[src/rtl/pairdec_pkg.sv]
// Shared encoding for the dual-issue pair checker.
// Assumes a fixed 32-bit instruction with one class bit and three 5-bit register fields.
package pairdec_pkg;
    localparam int INSTR_W  = 32;
    localparam int REG_W    = 5;
    localparam int NUM_REGS = 1 << REG_W;
    localparam int CLASS_B  = 31;
    localparam int DST_LSB  = 21;
    localparam int SRC1_LSB = 16;
    localparam int SRC2_LSB = 11;
    localparam int SLOTS    = 2;

    typedef struct packed {
        logic             is_fp;
        logic [REG_W-1:0] dst;
        logic [REG_W-1:0] src1;
        logic [REG_W-1:0] src2;
    } pd_fields_t;
endpackage

[src/rtl/pair_field_dec.sv]
// Splits one instruction into class bit and register specifiers.
// Assumes the field layout in pairdec_pkg; purely combinational.
module pair_field_dec
    import pairdec_pkg::*;
(
    input  logic [INSTR_W-1:0] instr,
    output pd_fields_t         fields
);
    // Extract class and register numbers
    always_comb begin
        fields.is_fp = instr[CLASS_B];
        fields.dst   = instr[DST_LSB  +: REG_W];
        fields.src1  = instr[SRC1_LSB +: REG_W];
        fields.src2  = instr[SRC2_LSB +: REG_W];
    end
endmodule

[src/rtl/pair_src_free.sv]
// Reports whether both source registers of one instruction are free of pending writes.
// Assumes one busy bit per architectural register.
module pair_src_free
    import pairdec_pkg::*;
(
    input  pd_fields_t          fields,
    input  logic [NUM_REGS-1:0] busy,
    output logic                free
);
    // Both sources must be clear
    always_comb begin
        free = !busy[fields.src1] && !busy[fields.src2];
    end
endmodule

[src/rtl/pair_cross_chk.sv]
// Detects a dependence of the younger instruction on the older one's destination.
// Covers read-after-write (either source) and write-after-write (destination).
module pair_cross_chk
    import pairdec_pkg::*;
(
    input  pd_fields_t older,
    input  pd_fields_t younger,
    output logic       conflict
);
    // Compare the older destination with all three younger specifiers
    always_comb begin
        conflict = (younger.src1 == older.dst) ||
                   (younger.src2 == older.dst) ||
                   (younger.dst  == older.dst);
    end
endmodule

[src/rtl/dual_issue_pair.sv]
// Dual-issue pair checker: latches a two-instruction fetch word and issues the older
// instruction, both, or none each cycle. Dual issue only for non-FP older + FP younger
// with no intra-pair dependence and free sources. Takes a new word only once empty.
module dual_issue_pair
    import pairdec_pkg::*;
#(
    parameter int FETCH_W = SLOTS * INSTR_W
) (
    input  logic                clk,
    input  logic                rst_n,
    input  logic                fetch_valid,
    input  logic [FETCH_W-1:0]  fetch_word,
    output logic                fetch_ready,
    input  logic [NUM_REGS-1:0] reg_busy,
    output logic                int_issue,
    output logic [INSTR_W-1:0]  int_instr,
    output logic                fp_issue,
    output logic [INSTR_W-1:0]  fp_instr,
    output logic                hold
);
    logic [INSTR_W-1:0] slot_q [SLOTS];
    logic [SLOTS-1:0]   slot_v;
    pd_fields_t         fld    [SLOTS];
    logic [SLOTS-1:0]   src_ok;
    logic               conflict;
    logic               older_go, younger_go, pair_go, lone_go;
    logic               keep_older, keep_younger, accept;

    // Per-slot decode and source readiness
    for (genvar s = 0; s < SLOTS; s++) begin : g_slot
        pair_field_dec u_dec (
            .instr  (slot_q[s]),
            .fields (fld[s])
        );
        pair_src_free u_free (
            .fields (fld[s]),
            .busy   (reg_busy),
            .free   (src_ok[s])
        );
    end

    pair_cross_chk u_xchk (
        .older    (fld[0]),
        .younger  (fld[1]),
        .conflict (conflict)
    );

    // Issue decision in program order
    always_comb begin
        older_go     = slot_v[0] && src_ok[0];
        pair_go      = older_go && slot_v[1] && !fld[0].is_fp && fld[1].is_fp
                       && !conflict && src_ok[1];
        lone_go      = !slot_v[0] && slot_v[1] && src_ok[1];
        younger_go   = pair_go || lone_go;
        keep_older   = slot_v[0] && !older_go;
        keep_younger = slot_v[1] && !younger_go;
        fetch_ready  = !keep_older && !keep_younger;
        accept       = fetch_valid && fetch_ready;
        hold         = older_go && slot_v[1] && !younger_go;
    end

    // Route issued instructions to the port matching their class
    always_comb begin
        int_issue = (older_go && !fld[0].is_fp) || (younger_go && !fld[1].is_fp);
        fp_issue  = (older_go &&  fld[0].is_fp) || (younger_go &&  fld[1].is_fp);
        int_instr = (older_go && !fld[0].is_fp) ? slot_q[0] : slot_q[1];
        fp_instr  = (older_go &&  fld[0].is_fp) ? slot_q[0] : slot_q[1];
    end

    // Pair storage: load on accept, otherwise drop what issued
    always_ff @(posedge clk) begin
        if (!rst_n) begin
            slot_v <= '0;
            for (int s = 0; s < SLOTS; s++) slot_q[s] <= '0;
        end else if (accept) begin
            slot_v <= '1;
            for (int s = 0; s < SLOTS; s++) slot_q[s] <= fetch_word[s*INSTR_W +: INSTR_W];
        end else begin
            slot_v <= {keep_younger, keep_older};
        end
    end
endmodule

[config.mk]
export PLATFORM = sky130hd
export DESIGN_NAME = dual_issue_pair
export DESIGN_NICKNAME = d
export VERILOG_FILES = /design/src/rtl/pairdec_pkg.sv /design/src/rtl/pair_field_dec.sv /design/src/rtl/pair_src_free.sv /design/src/rtl/pair_cross_chk.sv /design/src/rtl/dual_issue_pair.sv
export SDC_FILE = /design/constraint.sdc
export NUM_CORES = 1
export LEC_CHECK = 0
export ABC_CLOCK_PERIOD_IN_PS = 9500
export BUFFER_PORTS_ARGS = -buffer_cell sky130_fd_sc_hd__buf_2
export CAP_MARGIN = 5
export CORE_UTILIZATION = 40
export CTS_CLUSTER_DIAMETER = 30
export CTS_CLUSTER_SIZE = 8
export DETAILED_ROUTE_END_ITERATION = 12
export GPL_TIMING_DRIVEN = 1
export PLACE_DENSITY_LB_ADDON = 0.3
export SETUP_SLACK_MARGIN = 0.1
export SLEW_MARGIN = 5
export SYNTH_ARGS = -nofsm -noshare
export SYNTH_HDL_FRONTEND = slang
export SYNTH_HIERARCHICAL = 1
export SYNTH_SLANG_ARGS = --single-unit
[constraint.sdc]
create_clock -name clk -period 9.5 [get_ports clk]
set_input_delay 2.375 -clock clk [delete_from_list [all_inputs] [get_ports clk]]
set_output_delay 2.375 -clock clk [all_outputs]
set_load 0.05 [all_outputs]
# --- Word level (Yosys, flattened, before mapping) ---
# Memory sizes are Yosys's and may differ from the RTL's.
# Cells that the tools add are included.
word_totals:
  register_bits: 2
  mem_bits_rw: 64
  in_bits: 99
  output_inout_bits: 68
  word_cells: 64
  n_memories: 1
mem_list:
  columns: ["name", "depth", "word_bits", "rd", "rd_ports_with_merged_regs", "write_ports", "line", "text"]
  rows:
  - ["slot_q", 2, 32, 2, 0, 2, "dual_issue_pair.sv:21", "logic [INSTR_W-1:0] slot_q [SLOTS];"]
classes:
  n_lt_le_gt_ge: 4
  eq_ne: 3
  n_mux: 17
  bitwise_logic: 2
  n_reduce_logical: 36
ops:
  columns: ["operator", "count"]
  rows:
  - ["$mux 32", 4]
  - ["$lt 5x6->1 const B", 4]
  - ["$bmux 1 s5", 4]
  - ["$logic_and 1x1->1", 19]
  - ["$eq 5x5->1", 3]
  - ["$logic_not 1->1", 12]
  - ["$mux 1", 8]
  - ["$logic_or 1x1->1", 5]
  - ["$mux 2", 1]
  - ["$or 1x1->1", 2]

# --- Depth between registers and ports, before layout ---
logic_depth:
  depth_word: 20
  mapped_depth: 13
  mapped_depth_nobuf: 8

# --- Cells and area by module ---
# The synthesis kept the hierarchy.
by_module_without_submodules:
  columns: ["module", "instances", "cells_per_inst", "area_per_inst_um2", "seq_area_each_um2"]
  rows:
  - ["dual_issue_pair", 1, 244, 3908.7, 1961.9]
  - ["pair_src_free", 2, 62, 595.6, 0.0]
  - ["pair_field_dec", 2, 16, 120.1, 0.0]
  - ["pair_cross_chk", 1, 22, 166.4, 0.0]

# --- Worst setup path after synthesis ---
# No wires, ideal clock.
synth_path:
  path_kind: "input-to-reg"
  start: "input reg_busy[29]"
  end: "memory slot_q[0][0], enable pin"
  arrival_time_ns: 7.129
  slack_ns: 1.878
  path_stages: 8
  path_cell_list: "mux4_1 mux4_2 a211oi_2 nand4bb_1 and3_4 buf_6 buf_6 o21ai_1"
synth_rtl:
  columns: ["item", "line", "text"]
  rows:
  - ["start, declared", "dual_issue_pair.sv:14", "input logic [NUM_REGS-1:0] reg_busy,"]
  - ["end, declared", "dual_issue_pair.sv:21", null]

# --- Final worst setup path ---
layout_path:
  start: "input reg_busy[17]"
  end: "output fp_instr[19]"
layout_via:
  elab_chain_cells: 7
  elab_cells_between_ends: 10
  cone_classes: "mux: 5; reduce/logical: 5"
layout_rtl:
  columns: ["item", "line", "text"]
  rows:
  - ["$bmux 1 s5", "pair_src_free.sv:12", "free = !busy[fields.src1] && !busy[fields.src2];"]
  - ["$mux 1 (not written as such)", "pair_src_free.sv:12", null]
  - ["$logic_not 1->1", "pair_src_free.sv:12", null]
  - ["$logic_and 1x1->1 (*)", "pair_src_free.sv:12", null]
  - ["named net src_ok[0]", "dual_issue_pair.sv:24", "logic [SLOTS-1:0] src_ok;"]
  - ["$logic_and 1x1->1 (*)", "dual_issue_pair.sv:50", "older_go = slot_v[0] && src_ok[0];"]
  - ["$logic_and 1x1->1 (*)", "dual_issue_pair.sv:67", "fp_instr = (older_go && fld[0].is_fp) ? slot_q[0] : slot_q[1];"]
  - ["$mux 32 (*)", "dual_issue_pair.sv:67", null]
  - ["end, declared", "dual_issue_pair.sv:18", "output logic [INSTR_W-1:0] fp_instr,"]
# The timed path passes the listed nets; every way through them passes the cells marked *. The select of a mux whose other input is x is not followed.

==> impl_metrics.env <==
export IMPL_cp_end_kind="output pin"
export IMPL_gp_congestion=0.999
export IMPL_path_common_cell="buf_2"
export IMPL_root_buffer="clkbuf_16"
export IMPL_yosysTopAreaCellShare_pct=34.9
export IMPL_grt_antenna_before_repair=2
export IMPL_rows=42
export IMPL_initial_core_util_pct=41.3
export IMPL_grt_pass1_vias=4178
export IMPL_routedWlPerCell_um=20.8
export IMPL_yosysSeqAreaShare_pct=35.6
export IMPL_hp_class="flip-flop to flip-flop"
export IMPL_crit_path_max_fanout=33
export IMPL_die_w_um=119
export IMPL_cts_sinks=66
export IMPL_vdd_ir_drop_worst_mv=0.179
export IMPL_slew_headroom_pct=30.3
export IMPL_required_ns=7.13
export IMPL_cp_cell_sequence="buf_2, mux4_1, mux4_2, a211oi_2, nand3_2, mux2_2, buf_2"
export IMPL_pwr_share_seq_pct=31.4
export IMPL_maxCapViolations=0
export IMPL_drive_above_1_share_pct=55.1
export IMPL_hp_start="slot_v[1]$_SDFF_PN0_"
export IMPL_run_status="complete, no violations"
export IMPL_async_flop_share_pct=0
export IMPL_vias=4068
export IMPL_drt_iter0_markers=256
export IMPL_synth_seq_cells=66
export IMPL_clockPowerShare_pct=19.3
export IMPL_nets=633
export IMPL_finalHoldViolCount=0
export IMPL_die_area_mm2=0.0142
export IMPL_hold_depth=2
export IMPL_syn_num_nets=521
export IMPL_r2r_start="slot_q[0][48]$_SDFFCE_PN0P_"
export IMPL_grt_overflow=0
export IMPL_io_buffer_count=166
export IMPL_cts_setup_buffers=0
export IMPL_cp_slowest_cell="nand3_2"
export IMPL_cts_buffers=9
export IMPL_clock_latency_ns=0.33
export IMPL_r2r_slack_ns=3.96
export IMPL_ys_types=40
export IMPL_arrival_ns=5.57
export IMPL_timing_final_ws_setup_ns=1.56
export IMPL_ant_nets=0
export IMPL_drc_errors=0
export IMPL_setup_viol=0
export IMPL_synth_edff_count=64
export IMPL_hold_buffers=0
export IMPL_combPwrFrac_pct=49.3
export IMPL_grt_pass1_wl_mm=22.9
export IMPL_worstMarginPinSlew_ns=1.04
export IMPL_power_density_mw_per_mm2=248
export IMPL_worstHoldEndpoint="slot_v[1]$_SDFF_PN0_"
export IMPL_sw_frac_of_total_pct=45.1
export IMPL_final_common_cell="buf_2"
export IMPL_synthFlopType="edfxtp_1"
export IMPL_crit_type="input pin to output pin"
export IMPL_syn_to_final_growth_pct=16.2
export IMPL_post_synth_instance_area_mm2=0.00551
export IMPL_whs_ns=0.611
export IMPL_grt_max_degree=67
export IMPL_synth_area_top_cells="edfxtp_1 (35%), nor4b_2 (10%), mux2_4 (7.9%)"
export IMPL_fmax_mhz=126
export IMPL_maxSlewViolCount=0
export IMPL_pre_cts_ws_ns=1.47
export IMPL_h_tree_depth=3
export IMPL_r2r_end="slot_q[0][13]$_SDFFCE_PN0P_"
export IMPL_crit_path_start_kind="input pin"
export IMPL_core_mm2=0.0133
export IMPL_syn_instance_count=422
export IMPL_layout_common_cells="buf_2 (166), edfxtp_1 (64), nor4b_2 (38), mux2i_1 (36), mux2_2 (35)"
export IMPL_cellLeakagePower_uw=0.00265
export IMPL_drt_pass1_iter_count=5
export IMPL_ctsResizeCount=0
export IMPL_die_height_um=119
export IMPL_ff2ff_path_depth=7
export IMPL_cp_num_buf_inv=2
export IMPL_finalCriticalPeriod_ns=7.94
export IMPL_track_usage_pct=21.1
export IMPL_ios=167
export IMPL_min_period_over_period_pct=83.6
export IMPL_dp_hpwl_mm=10.5
export IMPL_cts_path_max_buffers=2
export IMPL_skew_ns=0.00462
export IMPL_max_stage_delay_ns=0.81
export IMPL_crit_family="multiplexers"
export IMPL_viasPerCell=5.71
export IMPL_p_switching_uw=717
export IMPL_p_int_uw=871
export IMPL_tritoncts="done"
export IMPL_wl_mm=14.8
export IMPL_ys_warn_count=6
export IMPL_syn_avg_cell_area_um2=13.0
export IMPL_tns_ns=0
export IMPL_synth_area_leader_cell="edfxtp_1"
export IMPL_rsz0062_at_grt="no"
export IMPL_worst_setup_hold_path_clk_slew_ns=0.05
metrics by stage:
stage	utilization, %	power, uW	std cells	area (um2)
finish	47.9	1590	712	6400
global route	47.9	1660	711	6400
CTS	47.9	1600	711	6400
detailed placement	46.0	1290	699	6130
global placement	46.0	1290	699	6130
floorplan	-	1160	422	5510
cell usage after synthesis, drive strengths merged, types with 2 or more instances:
library cell / count
a311oi: 2
dfxtp: 2
nand4: 2
nor2b: 6
nor4b: 64
and3: 2
o21ai: 3
a211oi: 2
clkbuf: 8
mux2: 64
mux4: 16
nor3: 3
nand3: 21
nand2: 8
inv: 5
xor2: 9
buf: 60
a21oi: 7
mux2i: 36
and2: 2
a221oi: 4
nand2b: 6
nor2: 4
xnor2: 6
a22oi: 10
edfxtp: 64
power groups by stage:
stage	Clock, uW	Combinational [uW]	Sequential [uW]
floorplan	0	722	437
global placement	0	783	502
detailed placement	0	786	504
CTS	311	789	499
global route	322	825	510
finish	306	783	499
flip-flops by register name, indices dropped and copies added, names as in the netlist:
name / count
slot_q: 64
slot_v: 2
routing by layer:
layer / wire length [um] / track usage [%]
met2: 7320 / 35.1
met4: 173 / 6.64
met5: 8 / 0
met1: 6300 / 27.0
met3: 997 / 5.27
how the worst max path moves through the flow:
stage / start / endpoint / slack, ns / depth (start not counted)
2_1_floorplan: reg_busy[29] / slot_q[0][0]$_SDFFCE_PN0P_ / 1.88 / 8
3_3_place_gp: reg_busy[17] / fp_instr[24] / 1.53 / 7
3_5_place_dp: reg_busy[17] / fp_instr[24] / 1.47 / 7
4_1_cts: reg_busy[17] / fp_instr[24] / 1.45 / 7
5_1_grt: reg_busy[17] / fp_instr[10] / 1.38 / 7
6_report: reg_busy[17] / fp_instr[19] / 1.56 / 7
worst min-delay path: stages, from the launching register on:
cell	delay, ns
dfxtp_1	0.34
nand3_1	0.14
a31oi_1	0.08
cell type report:
cell class / count / area (um2)
flip-flops and latches: 66 / 1960
fillers: 1263 / 6950
multi-input cells: 283 / 3080
well taps: 176 / 220
clock buffers: 11 / 233
diodes: 1 / 2.50
repair buffers: 169 / 853
clock inverters: 1 / 30.0
inverters: 5 / 18.8
cell families (layout without fill, tap and decap cells):
group	after synthesis	count (layout)	share of synthesized area, %
AND/OR/NAND/NOR	121	121	20.2
other	0	1	0
flip-flops	66	66	35.6
XOR/XNOR	15	15	2.39
buffers and inverters	73	186	8.95
multiplexers	116	116	28.8
AO/OA/AOI/OAI	31	31	4.04
(Power assumes the default switching activity.)
